`src/rtl/uart_tx_pkg.sv`:
```
// Shared types and helpers for the UART frame transmitter.
// Assumes frames of 5..8 data bits and a 16x (or other OVERSAMPLE) clock.
package uart_tx_pkg;

    // Phases of the shift engine.
    typedef enum logic [2:0] {
        ST_IDLE,
        ST_START,
        ST_DATA,
        ST_PARITY,
        ST_STOP
    } tx_state_t;

    // Frame shape captured at each transfer.
    typedef struct packed {
        logic [1:0] word_len;
        logic       stop_long;
        logic       par_en;
        logic       par_even;
        logic       par_stick;
    } line_cfg_t;

    // Stop period in clocks: one bit, one and a half bits, or two bits.
    function automatic int unsigned stop_clocks(input logic stop_long,
                                                input logic short_word,
                                                input int unsigned os);
        if (!stop_long)
            return os;
        else if (short_word)
            return os + os / 2;
        else
            return 2 * os;
    endfunction

endpackage

```
`src/rtl/uart_tx_hold.sv`:
```
// One-entry holding register in front of the shift engine.
// A write always wins: it refills the register even while the engine takes
// the old character at the same edge, and it overwrites a held character.
module uart_tx_hold #(
    parameter int DATA_W = 8
) (
    input  logic              clk,
    input  logic              rst_n,
    input  logic              wr_en,
    input  logic [DATA_W-1:0] wr_data,
    input  logic              take,
    output logic [DATA_W-1:0] hold_data,
    output logic              hold_full
);

    // Tracks occupancy and contents of the holding register.
    always_ff @(posedge clk) begin
        if (!rst_n) begin
            hold_full <= 1'b0;
            hold_data <= '0;
        end else if (wr_en) begin
            hold_full <= 1'b1;
            hold_data <= wr_data;
        end else if (take) begin
            hold_full <= 1'b0;
        end
    end

endmodule

```
`src/rtl/uart_tx_parity.sv`:
```
// Parity bit generator for the character being transferred.
// Only the data bits that will be sent count toward parity; higher bits are
// masked off according to the word-length code.
module uart_tx_parity #(
    parameter int DATA_W = 8
) (
    input  logic [DATA_W-1:0] data,
    input  logic [1:0]        word_len,
    input  logic              par_even,
    input  logic              par_stick,
    output logic              par_bit
);

    localparam int MIN_BITS = DATA_W - 3;
    localparam int NB_W     = $clog2(DATA_W + 1);

    logic [NB_W-1:0]   nbits;
    logic [DATA_W-1:0] keep;
    logic              ones_odd;

    assign nbits = NB_W'(MIN_BITS) + NB_W'(word_len);

    // Per-bit mask: bit i takes part when it lies inside the word.
    for (genvar i = 0; i < DATA_W; i++) begin : g_keep
        assign keep[i] = (NB_W'(i) < nbits);
    end

    // Picks the parity level from the stick / even decode.
    always_comb begin
        ones_odd = ^(data & keep);
        if (par_stick)
            par_bit = ~par_even;
        else if (par_even)
            par_bit = ones_odd;
        else
            par_bit = ~ones_odd;
    end

endmodule

```
`src/rtl/uart_tx_shifter.sv`:
```
// Shift engine: sequences start, data, parity and stop phases, each bit
// OVERSAMPLE clocks long, with a fractional stop period for short words.
// Assumes load is only raised when idle or in the last stop clock; the frame
// shape is captured at load so later control changes cannot disturb it.
module uart_tx_shifter
    import uart_tx_pkg::*;
#(
    parameter int DATA_W     = 8,
    parameter int OVERSAMPLE = 16
) (
    input  logic              clk,
    input  logic              rst_n,
    input  logic              load,
    input  logic [DATA_W-1:0] load_data,
    input  logic [1:0]        load_word_len,
    input  logic              load_stop_long,
    input  logic              load_par_en,
    input  logic              load_par_bit,
    output logic              busy,
    output logic              last_clk,
    output logic              line
);

    localparam int MIN_BITS  = DATA_W - 3;
    localparam int IDX_W     = $clog2(DATA_W);
    localparam int TICK_W    = $clog2(2 * OVERSAMPLE);
    localparam int BIT_LAST  = OVERSAMPLE - 1;

    tx_state_t         state;
    logic [TICK_W-1:0] tick;
    logic [TICK_W-1:0] tick_last;
    logic [IDX_W-1:0]  bit_idx;
    logic [IDX_W-1:0]  nb_last_q;
    logic [TICK_W-1:0] stop_last_q;
    logic [DATA_W-1:0] sh_q;
    logic              par_q;
    logic              par_en_q;
    logic [TICK_W-1:0] stop_last_d;

    // Stop length chosen from the control word at transfer time.
    always_comb begin
        stop_last_d = TICK_W'(stop_clocks(load_stop_long, (load_word_len == 2'b00),
                                          OVERSAMPLE) - 1);
    end

    // Length of the current bit period.
    always_comb begin
        tick_last = (state == ST_STOP) ? stop_last_q : TICK_W'(BIT_LAST);
    end

    assign busy     = (state != ST_IDLE);
    assign last_clk = (state == ST_STOP) && (tick == stop_last_q);

    // Line level produced by the current phase.
    always_comb begin
        case (state)
            ST_START:  line = 1'b0;
            ST_DATA:   line = sh_q[0];
            ST_PARITY: line = par_q;
            default:   line = 1'b1;
        endcase
    end

    // Frame sequencer: captures a character on load and steps the phases.
    always_ff @(posedge clk) begin
        if (!rst_n) begin
            state       <= ST_IDLE;
            tick        <= '0;
            bit_idx     <= '0;
            nb_last_q   <= '0;
            stop_last_q <= '0;
            sh_q        <= '0;
            par_q       <= 1'b0;
            par_en_q    <= 1'b0;
        end else if (load) begin
            state       <= ST_START;
            tick        <= '0;
            bit_idx     <= '0;
            sh_q        <= load_data;
            par_q       <= load_par_bit;
            par_en_q    <= load_par_en;
            nb_last_q   <= IDX_W'(MIN_BITS - 1) + IDX_W'(load_word_len);
            stop_last_q <= stop_last_d;
        end else if (state != ST_IDLE) begin
            if (tick == tick_last) begin
                tick <= '0;
                case (state)
                    ST_START: begin
                        state   <= ST_DATA;
                        bit_idx <= '0;
                    end
                    ST_DATA: begin
                        sh_q <= sh_q >> 1;
                        if (bit_idx == nb_last_q)
                            state <= par_en_q ? ST_PARITY : ST_STOP;
                        else
                            bit_idx <= bit_idx + 1'b1;
                    end
                    ST_PARITY: state <= ST_STOP;
                    default:   state <= ST_IDLE;
                endcase
            end else begin
                tick <= tick + 1'b1;
            end
        end
    end

endmodule

```
`src/rtl/uart_tx_core.sv`:
```
// UART frame transmitter top: holding register, parity generator, shift
// engine and break override. Runs on a clock at OVERSAMPLE times the baud.
// Assumes DATA_W is 8 so the word-length code spans 5..8 bits.
module uart_tx_core
    import uart_tx_pkg::*;
#(
    parameter int DATA_W     = 8,
    parameter int OVERSAMPLE = 16
) (
    input  logic              clk,
    input  logic              rst_n,
    input  logic              wr_en,
    input  logic [DATA_W-1:0] wr_data,
    input  logic [1:0]        word_len,
    input  logic              stop_long,
    input  logic              par_en,
    input  logic              par_even,
    input  logic              par_stick,
    input  logic              brk,
    output logic              txd,
    output logic              hold_empty,
    output logic              tx_empty
);

    line_cfg_t         cfg;
    logic [DATA_W-1:0] hold_data;
    logic              hold_full;
    logic              take;
    logic              busy;
    logic              last_clk;
    logic              line;
    logic              par_bit;

    assign cfg = '{word_len:  word_len,  stop_long: stop_long,
                   par_en:    par_en,    par_even:  par_even,
                   par_stick: par_stick};

    // Transfer whenever the engine is free now or frees up at this edge.
    assign take = hold_full && (!busy || last_clk);

    uart_tx_hold #(.DATA_W(DATA_W)) u_hold (
        .clk       (clk),
        .rst_n     (rst_n),
        .wr_en     (wr_en),
        .wr_data   (wr_data),
        .take      (take),
        .hold_data (hold_data),
        .hold_full (hold_full)
    );

    uart_tx_parity #(.DATA_W(DATA_W)) u_par (
        .data      (hold_data),
        .word_len  (cfg.word_len),
        .par_even  (cfg.par_even),
        .par_stick (cfg.par_stick),
        .par_bit   (par_bit)
    );

    uart_tx_shifter #(.DATA_W(DATA_W), .OVERSAMPLE(OVERSAMPLE)) u_shift (
        .clk            (clk),
        .rst_n          (rst_n),
        .load           (take),
        .load_data      (hold_data),
        .load_word_len  (cfg.word_len),
        .load_stop_long (cfg.stop_long),
        .load_par_en    (cfg.par_en),
        .load_par_bit   (par_bit),
        .busy           (busy),
        .last_clk       (last_clk),
        .line           (line)
    );

    // Break overrides the frame level without stopping the sequencer.
    assign txd        = brk ? 1'b0 : line;
    assign hold_empty = ~hold_full;
    assign tx_empty   = ~hold_full & ~busy;

endmodule

```
`config.mk`:
```
export PLATFORM = sky130hd
export DESIGN_NAME = uart_tx_core
export DESIGN_NICKNAME = d
export VERILOG_FILES = /design/src/rtl/uart_tx_pkg.sv /design/src/rtl/uart_tx_hold.sv /design/src/rtl/uart_tx_parity.sv /design/src/rtl/uart_tx_shifter.sv /design/src/rtl/uart_tx_core.sv
export SDC_FILE = /design/constraint.sdc
export NUM_CORES = 1
export LEC_CHECK = 0
export ABC_AREA = 1
export BUFFER_PORTS_ARGS = -buffer_cell sky130_fd_sc_hd__buf_2
export CAP_MARGIN = 20
export CELL_PAD_IN_SITES_DETAIL_PLACEMENT = 0
export CELL_PAD_IN_SITES_GLOBAL_PLACEMENT = 1
export CORE_ASPECT_RATIO = 0.75
export CORE_MARGIN = 1.5
export CORE_UTILIZATION = 44
export DETAILED_ROUTE_END_ITERATION = 16
export PLACE_DENSITY = 0.86
export SLEW_MARGIN = 20
export SYNTH_ARGS = -nofsm -noshare
export SYNTH_HDL_FRONTEND = slang
export SYNTH_SLANG_ARGS = --single-unit
```
`constraint.sdc`:
```
create_clock -name clk -period 2.7 [get_ports clk]
set_clock_uncertainty 0.1 [all_clocks]
set_input_delay 0.27 -clock clk [delete_from_list [all_inputs] [get_ports clk]]
set_output_delay 0.27 -clock clk [all_outputs]
set_load 0.03 [all_outputs]
```
==> impl_metrics.json, run 1 <==
{
  "power_frac_comb": 0.136,
  "post_cts.resized_instances": 0,
  "setup_repair_after_global_routing_missed_its_margin": "no",
  "grt_first_pass_wirelength_um": 7070,
  "worstHoldPathType": "input port to flip-flop",
  "post-place-cells": 331,
  "reg2reg_slack_ns": 0.81,
  "clock_tree.buffer_depth": 2,
  "achievable-frequency_ghz": 0.530,
  "worst-slew-pin-transition_ns": 0.447,
  "final.fill_count": 383,
  "fin_cells": 339,
  "die_h_um": 58.6,
  "holdPathEnd": "u_hold.hold_data[7]",
  "post-dp-hpwl_um": 3070,
  "worst_hold_slack_ns": 0.101,
  "grt_start_max_net_pins": 18,
  "std_cell_rows": 19,
  "highest_count_cells_in_the_layout_ignoring_fill_and_taps": "sky130_fd_sc_hd__nand2_1 (62), sky130_fd_sc_hd__inv_1 (35), sky130_fd_sc_hd__dfxtp_1 (35)",
  "cts_tree": "yes",
  "setup_viol_count_final": 0,
  "antenna_violations_before_repair": 0,
  "timing.final.hold_violations": 0,
  "clk-insertion-delay-late_ns": 0.30,
  "power.switching_fraction": 0.275,
  "power_per_cell_area_nw_per_um2": 587,
  "drv_slew": 0,
  "worstPathCellList": "nor2_1, nand2_1, nor2_1, nand2_1, o21bai_4, nand2_4, nand2_1, o21ai_0",
  "critPathBufInv": 0,
  "synthXorXnorAreaFrac": 0.0531,
  "cts.reportedPaths.clkPinSlew_ns": 0.08,
  "layout_commonest_cell": "sky130_fd_sc_hd__nand2_1",
  "grt.overflow.total": 0,
  "synth-simple-area-share": 0.306,
  "synthDominantAreaCellType": "sky130_fd_sc_hd__dfxtp_1",
  "ys_seq_elements": 35,
  "path_delay_family": "simple AND/OR/NAND/NOR gates",
  "synthDominantCellAreaShare": 0.386,
  "num_vias": 1636,
  "mappedNetlistArea_um2": 1810,
  "critical_path_required_ns": 2.78,
  "cts_setup_buffers": 0,
  "clock_sink_count": 35,
  "worstSetupEndpointType": "flip-flop",
  "synth_top_family_by_area": "simple AND/OR/NAND/NOR gates",
  "worst_path_most_repeated_cell": "sky130_fd_sc_hd__nand2_1",
  "power.sequential.fraction": 0.467,
  "viasPerCell": 4.83,
  "floorplan.die.width_um": 77.1,
  "pwr-share-clk": 0.397,
  "core_um2": 3800,
  "crit_path_start_kind": "flip-flop",
  "run_status": "complete, no violations",
  "groute.usage.overall": 0.201,
  "cts_buffers": 5,
  "route.detailed.drc": 0,
  "worst-endpoint-arrival_ns": 1.97,
  "cellInternalPower_mw": 0.876,
  "drive_gt1_frac": 0.132,
  "timing.hold.worst.start": "wr_data[7]",
  "routed_wirelength_normalized_by_instance_count_um": 11.9,
  "share_of_the_synthesized_area_in_compound_gates_ao_oa_aoi_oai": 0.138,
  "finalWeightedCongestion": 0.841,
  "cp_max_fo": 14,
  "whs_path_depth": 3,
  "clock-root-buffer": "sky130_fd_sc_hd__clkbuf_8",
  "drtIter0Drc": 141,
  "post_synth_num_cell_types": 25,
  "route.antenna.remaining_nets": 0,
  "synth_warnings": 0,
  "critical_path.reg2reg.startpoint": "u_shift.state[0]",
  "layout_min_cycle_time_ns": 1.89,
  "floorplan.die_area_um2": 4520,
  "first_global_vias": 1514,
  "net_count_after_synthesis": 284,
  "cpPeakStageDelay_ns": 0.36,
  "final.setup.tns_ns": 0,
  "antenna_cells": 0,
  "irDropWorstVdd_mv": 0.364,
  "htree_levels": 2,
  "fin_crit_sh": 0.699,
  "post_synth.cell_area_avg_um2": 6.87,
  "critical_path.reg2reg.endpoint": "u_shift.stop_last_q[4]",
  "ys_seq_area_frac": 0.386,
  "power.static_leakage_nw": 0.920,
  "syn-instance-count": 264,
  "final_nets": 306,
  "starting_density": 0.477,
  "synth_area_leaders": "sky130_fd_sc_hd__dfxtp_1 (39%), sky130_fd_sc_hd__nand2_1 (13%), sky130_fd_sc_hd__a21oi_1 (7.4%)",
  "ios": 21,
  "synthMuxAreaShare": 0,
  "synth_adder_area_share": 0.0138,
  "cts.hold.buffers_added": 0,
  "netSwitchingPower_mw": 0.332,
  "port_buffers": 20,
  "r2r.worst_path.cells": 8,
  "drv.max_cap_violation_count": 0,
  "routed_wirelength_um": 4050,
  "area_added_between_synthesis_and_finish_pct": 13.4,
  "slew_headroom": 0.701,
  "ws_path_type": "flip-flop to flip-flop",
  "drt_first_pass_iters": 4,
  "critPathSlowestCell": "sky130_fd_sc_hd__nand2_1"
}
## per-layer routing
layer	track usage	up-vias	share of wire
met4	0.0779	0	0.016
met1	0.307	718	0.58
met2	0.271	21	0.37
met3	0.0465	6	0.034
met5	0	-	0
li1	-	891	-
## sequential cells by signal, summed over array words and instances (netlist names)
| signal | flops |
|---|---|
| u_shift.bit_idx | 3 |
| u_shift.state | 3 |
| u_hold.hold_full | 1 |
| u_shift.stop_last_q | 3 |
| u_shift.par_en_q | 1 |
| u_shift.par_q | 1 |
| u_hold.hold_data | 8 |
| u_shift.sh_q | 8 |
| u_shift.tick | 5 |
| u_shift.nb_last_q | 2 |
## cell families (layout without fill, tap and decap cells)
| logic type | Yosys count | in the layout |
|---|---|---|
| AOI/OAI and AO/OA | 47 | 47 |
| xor gates and xnor gates | 11 | 11 |
| DFF | 35 | 35 |
| and+or+nand+nor | 124 | 124 |
| buffers and inverters | 45 | 68 |
| adders and majority gates | 2 | 2 |
## final cells by class
type | instances | area (um2) | share of cell area
Clock inverter | 3 | 43.8 | 0.0213
Tap cell | 52 | 65.1 | 0.0316
Timing Repair Buffer | 21 | 108 | 0.0523
Multi-Input combinational cell | 184 | 926 | 0.450
Inverter | 39 | 146 | 0.0711
Clock buffer | 5 | 68.8 | 0.0334
Sequential cell | 35 | 701 | 0.340
## power groups by stage
stage	registers [mW]	clock network [mW]	logic, mW
3_5_place_dp	0.576	0	0.163
2_1_floorplan	0.567	0	0.128
6_report	0.564	0.479	0.164
4_1_cts	0.564	0.485	0.164
3_3_place_gp	0.576	0	0.162
5_1_grt	0.568	0.512	0.188
## Yosys cell counts (all sizes together)
cell type  count
nand3         27
nand4          6
inv           38
o21bai         1
buf            6
nand2         65
nand3b         1
ha             2
o22ai          1
a21oi         27
o21ai         18
dfxtp         35
nor2          20
clkinv         1
nor3           5
xor2           6
xnor2          5
## worst max path at each step
| stage | start | end | slack, ns | cells past startpoint |
|---|---|---|---|---|
| floorplan | u_shift.state[0] | u_shift.par_en_q | 1.16 | 9 |
| global route | u_shift.state[0] | u_shift.stop_last_q[4] | 0.54 | 8 |
| global placement | u_shift.state[0] | u_shift.stop_last_q[4] | 0.86 | 8 |
| finish | u_shift.state[0] | u_shift.stop_last_q[4] | 0.81 | 8 |
| detailed placement | u_shift.state[0] | u_shift.stop_last_q[4] | 0.79 | 8 |
| CTS | u_shift.state[0] | u_shift.stop_last_q[4] | 0.81 | 8 |
## worst register-to-register path: stages, from the launching register on
cell                       delay, ns
sky130_fd_sc_hd__dfxtp_1        0.33
sky130_fd_sc_hd__nor2_1         0.15
sky130_fd_sc_hd__nand2_1        0.11
sky130_fd_sc_hd__nor2_1         0.09
sky130_fd_sc_hd__nand2_1        0.10
sky130_fd_sc_hd__o21bai_4       0.25
sky130_fd_sc_hd__nand2_4        0.16
sky130_fd_sc_hd__nand2_1        0.36
sky130_fd_sc_hd__o21ai_0        0.12
## per-stage QoR
stage	power [mW]	setup slack [ns]	util	cell area [um2]
floorplan	0.695	1.16	-	1810
global placement	0.738	0.863	0.512	1950
detailed placement	0.739	0.788	0.512	1950
CTS	1.21	0.810	0.541	2060
global route	1.27	0.536	0.541	2060
finish	1.21	0.814	0.541	2060
No activity file was read; power rests on OpenSTA's default activity.
==> inputs of run 2 (changes only) <==
--- a/config.mk
+++ b/config.mk
@@ -12,9 +12,9 @@
 export CELL_PAD_IN_SITES_GLOBAL_PLACEMENT = 1
 export CORE_ASPECT_RATIO = 0.75
 export CORE_MARGIN = 1.5
-export CORE_UTILIZATION = 44
+export CORE_UTILIZATION = 41
 export DETAILED_ROUTE_END_ITERATION = 16
-export PLACE_DENSITY = 0.86
+export PLACE_DENSITY = 0.81
 export SLEW_MARGIN = 20
 export SYNTH_ARGS = -nofsm -noshare
 export SYNTH_HDL_FRONTEND = slang
==> constraint.sdc (replaced) <==
create_clock -name clk -period 1.95 [get_ports clk]
set_clock_uncertainty 0.1 [all_clocks]
set_input_delay 0.195 -clock clk [delete_from_list [all_inputs] [get_ports clk]]
set_output_delay 0.195 -clock clk [all_outputs]
set_load 0.03 [all_outputs]
==> run 2 against run 1 <==
Critical path depth grew 2. Critical path type unchanged. Global-route usage shrank 1.7 points. Via count grew 2.0%. Wire length is 1.7% lower. Design area up 3.3%. Critical endpoint is now u_shift.state[1]. Combinational power rose by 43%. Total power up 49%. Die area grew 7.0%. Flip-flop and latch count did not move. Worst hold slack worse by 0.054 ns. Register-to-register slack got worse by 0.63 ns. Clock power increased by 63%.
==> impl_metrics.json, run 2 (synthesis results as in run 1) <==
{
  "cp_max_fo": 8,
  "layout_min_cycle_time_ns": 1.76,
  "drtIter0Drc": 51,
  "highest_count_cells_in_the_layout_ignoring_fill_and_taps": "sky130_fd_sc_hd__nand2_1 (62), sky130_fd_sc_hd__inv_1 (35), sky130_fd_sc_hd__dfxtp_1 (34)",
  "routed_wirelength_normalized_by_instance_count_um": 11.5,
  "ios": 21,
  "achievable-frequency_ghz": 0.568,
  "drt_first_pass_iters": 4,
  "multi_input_combinational_cell_area_um2": 928,
  "finalInstanceArea_um2": 2130,
  "slew_headroom": 0.722,
  "worstSetupEndpointType": "flip-flop",
  "cellInternalPower_mw": 1.35,
  "worst-slew-pin-transition_ns": 0.416,
  "clock_tree.buffer_depth": 2,
  "port_buffers": 20,
  "area_added_between_synthesis_and_finish_pct": 17.2,
  "run_status": "complete, no violations",
  "finalWeightedCongestion": 0.835,
  "cts_buffers": 5,
  "clk-insertion-delay-late_ns": 0.29,
  "timing.hold.worst.start": "wr_data[7]",
  "crit_path_start_kind": "flip-flop",
  "grt_first_pass_wirelength_um": 6670,
  "core_um2": 4150,
  "antenna_violations_before_repair": 0,
  "drive_gt1_frac": 0.154,
  "worst-endpoint-arrival_ns": 1.83,
  "clock_sink_count": 35,
  "antenna_cells": 0,
  "fin_crit_sh": 0.903,
  "setup_viol_count_final": 0,
  "placed_area_um2": 1970,
  "netSwitchingPower_mw": 0.447,
  "die_h_um": 60.6,
  "biggestRegsByFlops": "u_hold.hold_data: 8 flops, u_shift.sh_q: 8 flops, u_shift.tick: 5 flops",
  "final.setup.tns_ns": 0,
  "grt_start_max_net_pins": 18,
  "route.antenna.remaining_nets": 0,
  "power_per_cell_area_nw_per_um2": 844,
  "ws_path_type": "flip-flop to flip-flop",
  "final_nets": 311,
  "cts_tree": "yes",
  "critical_path_required_ns": 2.02,
  "post-dp-hpwl_um": 3030,
  "drv_slew": 0,
  "route.detailed.drc": 0,
  "floorplan.die_area_um2": 4840,
  "pwr-share-clk": 0.436,
  "timing.final.hold_violations": 0,
  "seqCellArea_um2": 702,
  "crit_path_start": "u_shift.state[0]",
  "groute.usage.overall": 0.185,
  "final.fill_count": 458,
  "grt.overflow.total": 0,
  "routed_wirelength_um": 3980,
  "viasPerCell": 4.81,
  "power.static_leakage_nw": 0.952,
  "power_frac_comb": 0.130,
  "worstHoldPathType": "input port to flip-flop",
  "layout_commonest_cell": "sky130_fd_sc_hd__nand2_1",
  "irDropWorstVdd_mv": 0.647,
  "clock-root-buffer": "sky130_fd_sc_hd__clkbuf_8",
  "htree_levels": 2,
  "std_cell_rows": 20,
  "finish.utilization": 0.512,
  "cts.reportedPaths.clkPinSlew_ns": 0.07,
  "power.sequential.fraction": 0.433,
  "starting_density": 0.437,
  "critical_path.reg2reg.startpoint": "u_shift.state[0]",
  "num_vias": 1669,
  "floorplan.die.width_um": 79.8,
  "power.switching_fraction": 0.249,
  "first_global_vias": 1461,
  "drv.max_cap_violation_count": 0
}
==> run 2: critical path, cell delays in order (launching register included) <==
cell	delay (ns)
sky130_fd_sc_hd__dfxtp_1	0.35
sky130_fd_sc_hd__nor2_2	0.14
sky130_fd_sc_hd__nand2_1	0.11
sky130_fd_sc_hd__nor2_1	0.10
sky130_fd_sc_hd__nand2_1	0.10
sky130_fd_sc_hd__nand2_1	0.11
sky130_fd_sc_hd__nand3_2	0.13
sky130_fd_sc_hd__nor2_4	0.25
sky130_fd_sc_hd__nand2_2	0.10
sky130_fd_sc_hd__o21ai_1	0.13
sky130_fd_sc_hd__nor2_1	0.04
==> run 2: power groups by stage <==
stage | combinational (mW) | clock [mW] | sequential [mW]
3_3_place_gp | 0.233 | 0 | 0.794
6_report | 0.234 | 0.783 | 0.778
3_5_place_dp | 0.233 | 0 | 0.794
5_1_grt | 0.267 | 0.833 | 0.783
2_1_floorplan | 0.177 | 0 | 0.785
4_1_cts | 0.235 | 0.804 | 0.778
==> run 2: worst paths after layout <==
check,end,slack (ns),cells past startpoint
max,u_shift.state[1],0.19,10
min,u_hold.hold_data[7],0.05,3
max reg2reg,u_shift.state[1],0.19,10
min reg2reg,u_shift.sh_q[4],0.37,2
==> run 2: cell type report <==
class | instances | area share
Sequential cell | 35 | 0.330
Clock inverter | 3 | 0.0318
Inverter | 39 | 0.0688
Tap cell | 55 | 0.0324
Timing Repair Buffer | 26 | 0.0682
Clock buffer | 5 | 0.0324
Multi-Input combinational cell | 184 | 0.436
==> run 2: repair_timing <==
item / 4_1_cts / 5_1_grt
endpoints found under the hold margin: 0 / 0
setup endpoints to repair: 0 / 5
gates resized for setup: 0 / 3
setup buffers: 0 / 2
hold buffers: 0 / 0
==> run 2: routing by layer <==
metal | wire, um | vias up | track usage
met1 | 2240 | 737 | 0.272
met3 | 139 | 5 | 0.0451
li1 | - | 904 | -
met5 | 0 | - | 0
met4 | 40 | 0 | 0.0714
met2 | 1560 | 23 | 0.262
==> run 2: stage by stage <==
step / total power, mW / std cells / hold WS [ns] / setup slack [ns]
floorplan: 0.963 / 264 / 0.230 / 0.412
global placement: 1.03 / 337 / 0.322 / 0.223
detailed placement: 1.03 / 337 / 0.333 / 0.152
CTS: 1.82 / 345 / 0.0401 / 0.146
global route: 1.88 / 347 / 0.0755 / -0.00776
finish: 1.79 / 347 / 0.0471 / 0.189
==> inputs of run 3 (changes only) <==
--- a/config.mk
+++ b/config.mk
@@ -13,6 +13,7 @@
 export CORE_ASPECT_RATIO = 0.75
 export CORE_MARGIN = 1.5
 export CORE_UTILIZATION = 41
+export CTS_BUF_LIST = sky130_fd_sc_hd__clkbuf_4 sky130_fd_sc_hd__clkbuf_8 sky130_fd_sc_hd__clkbuf_16
 export DETAILED_ROUTE_END_ITERATION = 16
 export PLACE_DENSITY = 0.81
 export SLEW_MARGIN = 20
==> constraint.sdc (replaced) <==
create_clock -name clk -period 1.8 [get_ports clk]
set_clock_uncertainty 0.1 [all_clocks]
set_input_delay 0.18 -clock clk [delete_from_list [all_inputs] [get_ports clk]]
set_output_delay 0.18 -clock clk [all_outputs]
set_load 0.03 [all_outputs]
==> run 3 against run 2 <==
Critical path depth down 1. Total power up 1.3%. Wire length up 2.0%. Via count down 1.1%. Setup slack worse by 0.052 ns.
==> impl_metrics.json, run 3 (synthesis results as in run 1) <==
{
  "post-route-worst-setup-slack_ns": 0.137,
  "post-dp-hpwl_um": 3050,
  "critical_path.reg2reg.endpoint": "u_shift.stop_last_q[4]",
  "layout_min_cycle_time_ns": 1.66,
  "clk-insertion-delay-late_ns": 0.29,
  "routed_wirelength_normalized_by_instance_count_um": 11.7,
  "crit_path_start": "u_shift.state[1]",
  "setup_viol_count_final": 0,
  "clock_sink_count": 35,
  "critPathBufInv": 1,
  "reg2reg_slack_ns": 0.14,
  "final.fill_count": 416,
  "grt_start_max_net_pins": 18,
  "route.detailed.drc": 0,
  "grt_first_pass_wirelength_um": 6880,
  "critical_path_required_ns": 1.88,
  "slew_headroom": 0.726,
  "clock-root-buffer": "sky130_fd_sc_hd__clkbuf_8",
  "core_um2": 4150,
  "drt_first_pass_iters": 5,
  "power.sequential.fraction": 0.464,
  "fin_crit_sh": 0.924,
  "port_buffers": 20,
  "cts_tree": "yes",
  "num_vias": 1650,
  "power.static_leakage_nw": 0.949,
  "antenna_violations_before_repair": 0,
  "ws_path_type": "flip-flop to flip-flop",
  "run_status": "complete, no violations",
  "layout_commonest_cell": "sky130_fd_sc_hd__nand2_1",
  "cts.reportedPaths.clkPinSlew_ns": 0.08,
  "critPathSlowestCell": "sky130_fd_sc_hd__dfxtp_2",
  "route.antenna.remaining_nets": 0,
  "r2r.worst_path.cells": 9,
  "cp_max_fo": 14,
  "grt.overflow.total": 0,
  "achievable-frequency_ghz": 0.601,
  "cts_setup_buffers": 0,
  "worstPathCellList": "nor2_2, nand2_2, nor2_2, nand2_2, o21bai_4, nand2_4, nand2_1, buf_4, o21ai_0",
  "critical_path.reg2reg.startpoint": "u_shift.state[1]",
  "worst-slew-pin-transition_ns": 0.410,
  "netSwitchingPower_mw": 0.494,
  "worst_slack_at_placement_ns": 0.0794,
  "finalWeightedCongestion": 0.740,
  "floorplan.die.width_um": 79.8,
  "cts.hold.buffers_added": 0,
  "irDropWorstVdd_mv": 0.416,
  "worst-endpoint-arrival_ns": 1.74,
  "path_delay_family": "simple AND/OR/NAND/NOR gates",
  "worstHoldPathType": "input port to flip-flop",
  "timing.hold.worst.start": "wr_data[7]",
  "cellInternalPower_mw": 1.32,
  "power.switching_fraction": 0.272,
  "drtIter0Drc": 85,
  "timing.final.hold_violations": 0,
  "finalInstanceArea_um2": 2140,
  "floorplan.die_area_um2": 4840,
  "crit_path_start_kind": "flip-flop",
  "power_per_cell_area_nw_per_um2": 849,
  "first_global_vias": 1454,
  "drv.max_cap_violation_count": 0,
  "drive_gt1_frac": 0.175,
  "biggestRegsByFlops": "u_hold.hold_data: 8 flops, u_shift.sh_q: 8 flops, u_shift.tick: 5 flops",
  "cts_buffers": 5,
  "cpPeakStageDelay_ns": 0.34,
  "highest_count_cells_in_the_layout_ignoring_fill_and_taps": "sky130_fd_sc_hd__nand2_1 (59), sky130_fd_sc_hd__inv_1 (35), sky130_fd_sc_hd__dfxtp_1 (33)",
  "drv_slew": 0,
  "htree_levels": 2,
  "holdPathEnd": "u_hold.hold_data[7]",
  "pwr-share-clk": 0.392,
  "post_cts.resized_instances": 0,
  "worstSetupEndpointType": "flip-flop",
  "routed_wirelength_um": 4060,
  "final_nets": 311,
  "whs_path_depth": 3,
  "clock_tree.buffer_depth": 2,
  "viasPerCell": 4.76,
  "placed_area_um2": 1990,
  "antenna_cells": 0,
  "area_added_between_synthesis_and_finish_pct": 17.9,
  "groute.usage.overall": 0.190,
  "starting_density": 0.437,
  "ios": 21,
  "die_h_um": 60.6,
  "power_frac_comb": 0.144,
  "std_cell_rows": 20
}
[run 3: changes by cell type in the layout (fill, tap and decap cells not counted), sizes merged]
cell	change
bufinv	-1
clkinv	+2
clkinvlp	-1
[run 3: stage by stage]
step	total power, mW	std cells	TNS [ns]	hold slack, ns	util
after global routing	1.91	347	-0.00759	0.0399	0.515
after floorplan	1.04	264	0	0.215	-
final	1.82	347	0	0.0104	0.515
after global placement	1.12	339	0	0.305	0.478
after CTS	1.83	347	0	0.00606	0.505
after detailed placement	1.12	339	0	0.322	0.478
[run 3: how the worst max path moves through the flow]
| stage | slack, ns | to | cells after the start |
|---|---|---|---|
| after floorplan | 0.26 | u_shift.par_en_q | 9 |
| after global placement | 0.11 | u_shift.state[1] | 8 |
| after detailed placement | 0.08 | u_shift.state[1] | 8 |
| after CTS | 0.05 | u_shift.state[1] | 8 |
| after global routing | -0.006 | u_shift.sh_q[6] | 11 |
| final | 0.14 | u_shift.stop_last_q[4] | 9 |
[run 3: area by class of cell]
class / instances / area [um2] / share of cell area
clock buffer: 5 / 68.8 / 0.0322
timing repair buffer: 26 / 145 / 0.0678
inverter: 39 / 151 / 0.0708
sequential: 35 / 703 / 0.329
clock inverter: 3 / 43.8 / 0.0205
multi-input combinational: 184 / 958 / 0.448
tap: 55 / 68.8 / 0.0322
[run 3: power by group through the flow]
stage | Clock [mW] | Sequential [mW] | Combinational (mW)
2_1_floorplan | 0 | 0.851 | 0.192
3_3_place_gp | 0 | 0.861 | 0.256
3_5_place_dp | 0 | 0.860 | 0.255
4_1_cts | 0.728 | 0.843 | 0.256
5_1_grt | 0.757 | 0.849 | 0.304
6_report | 0.712 | 0.844 | 0.261
[run 3: worst register-to-register path: stages (launching register included)]
cell and delay, ns:
sky130_fd_sc_hd__dfxtp_2 0.34, sky130_fd_sc_hd__nor2_2 0.13, sky130_fd_sc_hd__nand2_2 0.09, sky130_fd_sc_hd__nor2_2 0.12, sky130_fd_sc_hd__nand2_2 0.08, sky130_fd_sc_hd__o21bai_4 0.17
sky130_fd_sc_hd__nand2_4 0.15, sky130_fd_sc_hd__nand2_1 0.09, sky130_fd_sc_hd__buf_4 0.18, sky130_fd_sc_hd__o21ai_0 0.09
[run 3: metal layers]
| metal | share of wire | vias up | GRT usage |
|---|---|---|---|
| li1 | - | 903 | - |
| met1 | 0.57 | 710 | 0.302 |
| met2 | 0.37 | 31 | 0.241 |
| met3 | 0.046 | 6 | 0.0466 |
| met4 | 0.010 | 0 | 0.0665 |
| met5 | 0 | - | 0 |
